==> config.mk <==
export PLATFORM = sky130hd
export DESIGN_NAME = burst_addr_seq
export DESIGN_NICKNAME = d
export VERILOG_FILES = /design/src/rtl/burst_seq_pkg.sv /design/src/rtl/burst_beat_ctr.sv /design/src/rtl/burst_base_reg.sv /design/src/rtl/burst_order_map.sv /design/src/rtl/burst_addr_seq.sv
export SDC_FILE = /design/constraint.sdc
export NUM_CORES = 1
export LEC_CHECK = 0
export ABC_AREA = 0
export BUFFER_PORTS_ARGS = -buffer_cell sky130_fd_sc_hd__buf_4
export CAP_MARGIN = 20
export CELL_PAD_IN_SITES_DETAIL_PLACEMENT = 0
export CELL_PAD_IN_SITES_GLOBAL_PLACEMENT = 1
export CORE_MARGIN = 4
export CORE_UTILIZATION = 34
export DETAILED_ROUTE_END_ITERATION = 10
export PLACE_DENSITY_LB_ADDON = 0.1
export SYNTH_ARGS = -nofsm -noshare
export SYNTH_HDL_FRONTEND = slang
export SYNTH_SLANG_ARGS = --single-unit
==> constraint.sdc <==
create_clock -name clk -period 1.5 [get_ports clk]
set_clock_uncertainty 0.15 [all_clocks]
set_input_delay 0.15 -clock clk [delete_from_list [all_inputs] [get_ports clk]]
set_output_delay 0.15 -clock clk [all_outputs]
set_load 0.03 [all_outputs]
==> src/rtl/burst_seq_pkg.sv <==
package burst_seq_pkg;
   typedef enum logic {
      ORD_LINEAR      = 1'b0,
      ORD_INTERLEAVED = 1'b1
   } order_e;
endpackage

==> src/rtl/burst_beat_ctr.sv <==
module burst_beat_ctr #(
   parameter int SEQ_BITS = 2
) (
   input  logic                clk,
   input  logic                rst_n,
   input  logic                load_i,
   input  logic                adv_i,
   output logic [SEQ_BITS-1:0] cnt_o,
   output logic                last_o
);
   localparam logic [SEQ_BITS-1:0] CNT_MAX = {SEQ_BITS{1'b1}};

   logic [SEQ_BITS-1:0] cnt_q;

   always_ff @(posedge clk) begin
      if (!rst_n)      cnt_q <= '0;
      else if (load_i) cnt_q <= '0;
      else if (adv_i)  cnt_q <= cnt_q + 1'b1;
   end

   assign cnt_o  = cnt_q;
   assign last_o = (cnt_q == CNT_MAX);
endmodule

==> src/rtl/burst_base_reg.sv <==
module burst_base_reg
   import burst_seq_pkg::*;
#(
   parameter int ADDR_W = 20
) (
   input  logic              clk,
   input  logic              rst_n,
   input  logic              load_i,
   input  logic [ADDR_W-1:0] load_addr_i,
   input  order_e            order_i,
   output logic [ADDR_W-1:0] base_o,
   output order_e            order_o
);
   logic [ADDR_W-1:0] base_q;
   order_e            order_q;

   always_ff @(posedge clk) begin
      if (!rst_n) begin
         base_q  <= '0;
         order_q <= ORD_INTERLEAVED;
      end else if (load_i) begin
         base_q  <= load_addr_i;
         order_q <= order_i;
      end
   end

   assign base_o  = base_q;
   assign order_o = order_q;
endmodule

==> src/rtl/burst_order_map.sv <==
module burst_order_map
   import burst_seq_pkg::*;
#(
   parameter int SEQ_BITS = 2
) (
   input  logic [SEQ_BITS-1:0] start_i,
   input  logic [SEQ_BITS-1:0] beat_i,
   input  order_e              order_i,
   output logic [SEQ_BITS-1:0] low_o
);
   logic [SEQ_BITS-1:0] ilv;
   logic [SEQ_BITS-1:0] lin;

   for (genvar b = 0; b < SEQ_BITS; b++) begin : g_ilv
      assign ilv[b] = start_i[b] ^ beat_i[b];
   end

   assign lin = start_i + beat_i;

   always_comb begin
      unique case (order_i)
         ORD_LINEAR:      low_o = lin;
         ORD_INTERLEAVED: low_o = ilv;
         default:         low_o = ilv;
      endcase
   end
endmodule

==> src/rtl/burst_addr_seq.sv <==
module burst_addr_seq
   import burst_seq_pkg::*;
#(
   parameter int ADDR_W   = 20,
   parameter int SEQ_BITS = 2
) (
   input  logic              clk,
   input  logic              rst_n,
   input  logic              load_i,
   input  logic [ADDR_W-1:0] load_addr_i,
   input  logic              adv_i,
   input  logic              mode_i,
   output logic [ADDR_W-1:0] addr_o,
   output logic              last_o
);
   localparam int UP_W = ADDR_W - SEQ_BITS;

   initial begin
      if (SEQ_BITS < 1) $error("SEQ_BITS must be at least 1");
      if (UP_W < 1)     $error("ADDR_W must exceed SEQ_BITS");
   end

   logic [ADDR_W-1:0]   base;
   order_e              order_q;
   logic [SEQ_BITS-1:0] beat;
   logic [SEQ_BITS-1:0] low;

   burst_base_reg #(.ADDR_W(ADDR_W)) u_base (
      .clk        (clk),
      .rst_n      (rst_n),
      .load_i     (load_i),
      .load_addr_i(load_addr_i),
      .order_i    (order_e'(mode_i)),
      .base_o     (base),
      .order_o    (order_q)
   );

   burst_beat_ctr #(.SEQ_BITS(SEQ_BITS)) u_ctr (
      .clk   (clk),
      .rst_n (rst_n),
      .load_i(load_i),
      .adv_i (adv_i),
      .cnt_o (beat),
      .last_o(last_o)
   );

   burst_order_map #(.SEQ_BITS(SEQ_BITS)) u_map (
      .start_i(base[SEQ_BITS-1:0]),
      .beat_i (beat),
      .order_i(order_q),
      .low_o  (low)
   );

   assign addr_o = {base[ADDR_W-1:SEQ_BITS], low};
endmodule

==> flow_summary.json <==
{
  "cts.sinks": 23,
  "clk_pin_slew_worst_paths_ns": 0.12,
  "synth-seq-area-share_pct": 42.4,
  "num_vias": 767,
  "final.min_clock_period_ns": 1.52,
  "h-tree-depth": 1,
  "cts_buffers": 3,
  "wl_per_cell_um": 10.3,
  "cp_slowest_stage_delay_ns": 0.36,
  "drv_slew": 0,
  "r2r_slack_ns": 0.30,
  "rsz0062_at_grt": "yes",
  "synthTopCellsByArea": "dfxtp_1 (42%), mux2i_1 (20%), buf_4 (12%)",
  "async_reset_ff_share_pct": 0,
  "hpwl_um": 1280,
  "place_ws_ns": 0.218,
  "syn_inst": 99,
  "seq_power_share_pct": 52.7,
  "grt_pass1_vias": 797,
  "grt_max_degree": 23,
  "synth_seq_cells": 23,
  "drv_cap": 0,
  "yosysWarnings": 0,
  "die_h_um": 64.5,
  "fin_ws_ns": -0.0199,
  "synth_area_leader_cell": "dfxtp_1",
  "synth_most_common_cell": "dfxtp_1",
  "drtIter0Drc": 21,
  "p_sw_mw": 0.345,
  "grt_pass1_wl_um": 3310,
  "drc": 0,
  "critPathLaunchType": "flip-flop",
  "die_w_um": 64.5,
  "leakagePower_nw": 0.747,
  "vdd_drop_max_v": 0.000685,
  "tightest_slew_ns": 0.368,
  "swShare_pct": 27.3,
  "r2r_cells": 4,
  "min_path_cells": 3,
  "topRoutingLayerUsed": "met4",
  "maxSlewHeadroom_pct": 75.4,
  "clock-root-buffer": "clkbuf_4",
  "core-area_um2": 3050,
  "wl_met2_um": 984,
  "drt_pass1_iterations": 2,
  "synth.lib_cells_used.distinct": 12,
  "setup_viol": 1,
  "layout-drive-gt1-share_pct": 38.5,
  "yosysTopAreaCellShare_pct": 42.4,
  "clock_latency_ns": 0.30,
  "min_from": "load_i",
  "arrival_ns": 1.22,
  "route.met3.wl_um": 131,
  "synth_area_um2": 1090,
  "area_delta_synth_final_pct": 46.5,
  "grt_usage_pct": 10.2,
  "via_per_inst": 3.99,
  "synth_fp_nets": 126,
  "synth_edf_count": 0,
  "synth_common_cells": "dfxtp_1 (23), mux2i_1 (22), nor2b_1 (21), buf_4 (18)",
  "rows": 20,
  "combPwrFrac_pct": 25.0,
  "hold_class": "in -> reg",
  "path_max_fanout": 2,
  "r2r-start": "u_ctr.cnt_o[0]",
  "antenna_found_initial": 0,
  "slowest_stage": "dfxtp_2",
  "fin_crit_sh_pct": 101,
  "grt_remaining_overflow": 0,
  "holdPathEnd": "u_base.order_o",
  "critical_path.top_delay_family": "flip-flops",
  "syn_avg_cell_area_um2": 11.0,
  "pwr-share-clk_pct": 22.3,
  "initial_core_util_pct": 35.6,
  "setup-tns-final_ns": -0.0199,
  "gp_congestion": 0.612,
  "path_class": "reg -> out",
  "io_pins": 46,
  "p_int_mw": 0.921,
  "cts_buffer_depth": 2,
  "wirelength_um": 1980,
  "path_buf_inv": 1,
  "violations": "negative setup slack",
  "hold_viol": 0,
  "worstReg2RegEnd": "u_ctr.cnt_o[1]",
  "outcome": "complete, but fails checks",
  "nNetsFinal": 176,
  "worstPathCellList": "ha_4, nor2b_4, xnor2_2, buf_6",
  "synth_ff_type": "dfxtp_1",
  "diodes": 0,
  "portBuffers": 45,
  "antenna_left": 0,
  "cp.depth": 4,
  "critPathCaptureType": "primary output",
  "wl_met1_um": 842,
  "cp.required_ns": 1.20,
  "cts_tree": "done",
  "fmax_mhz": 658,
  "fp.dieArea_um2": 4160,
  "p_per_area_nw_per_um2": 796,
  "holdWs_ns": 0.166
}
[worst register-to-register path: stages (launching register included)]
cell	delay, ns
dfxtp_2	0.36
buf_4	0.14
ha_1	0.29
mux2i_1	0.13
nor2_1	0.05
[cell families after synthesis]
family / after synthesis / share of synthesized area (%)
XOR/XNOR: 3 / 2.42
adder cells (fa/ha/maj): 2 / 2.30
buffers and inverters: 24 / 18.2
flip-flops: 23 / 42.4
multiplexers: 22 / 20.3
AND/OR/NAND/NOR: 25 / 14.4
[layout by cell type, fill, tap and decap left out]
master,count
nand2b_4,1
dfxtp_1,21
buf_6,2
nor2b_1,20
clkbuf_4,3
ha_1,1
clkinv_2,1
mux2i_1,22
dfxtp_2,2
nor2_1,2
xnor2_1,1
nor2b_4,1
xnor2_2,2
buf_4,44
ha_4,1
nand2_1,1
dlygate4sd3_1,23
[power by group through the flow]
stage          logic [mW]  clock network, mW  registers [mW]
6_report            0.317              0.282           0.667
5_1_grt             0.343              0.334           0.673
3_5_place_dp        0.264                  0           0.679
3_3_place_gp        0.263                  0           0.677
4_1_cts             0.317              0.305           0.667
2_1_floorplan       0.208                  0           0.674
[sequential cells by signal, summed over array words and instances, names as in the netlist]
name	cells
u_base.base_o	20
u_base.order_o	1
u_ctr.cnt_o	2
[per-stage QoR]
| stage | std cells | area (um2) | utilization [%] | total power [mW] |
|---|---|---|---|---|
| final | 192 | 1590 | 52.1 | 1.27 |
| after global routing | 192 | 1590 | 52.1 | 1.35 |
| after CTS | 192 | 1570 | 51.4 | 1.29 |
| after detailed placement | 164 | 1280 | 42.0 | 0.943 |
| after global placement | 164 | 1280 | 42.0 | 0.940 |
| after floorplan | 99 | 1090 | - | 0.882 |
[how the worst max path moves through the flow]
stage,to,slack (ns),startpoint
after floorplan,addr_o[1],0.07,u_ctr.cnt_o[0]
after global placement,addr_o[1],0.24,u_ctr.cnt_o[0]
after detailed placement,addr_o[1],0.22,u_ctr.cnt_o[0]
after CTS,addr_o[1],-0.08,u_ctr.cnt_o[0]
after global routing,addr_o[1],-0.09,u_ctr.cnt_o[0]
final,addr_o[1],-0.02,u_ctr.cnt_o[0]
[layer usage]
| layer | track usage (%) | vias up |
|---|---|---|
| met5 | 0 | - |
| met4 | 2.37 | 0 |
| met3 | 3.64 | 2 |
| met2 | 19.6 | 22 |
| met1 | 10.5 | 346 |
| li1 | - | 397 |
[repair_timing]
item                                    4_1_cts  5_1_grt
gates resized for setup                       6        4
buffers inserted                              1        0
hold endpoints to repair                     23        1
pin swaps                                     1        1
endpoints found under the setup margin        1        3
hold buffers                                 23        1
[area by class of cell]
type	instances	area (um2)
clock buffers	3	22.5
clock inverters	1	5.00
fillers	295	1460
multi-input cells	52	463
flip-flops and latches	23	463
well taps	44	55.1
repair buffers	69	583
Note: power is estimated with default switching activity, not from simulation.
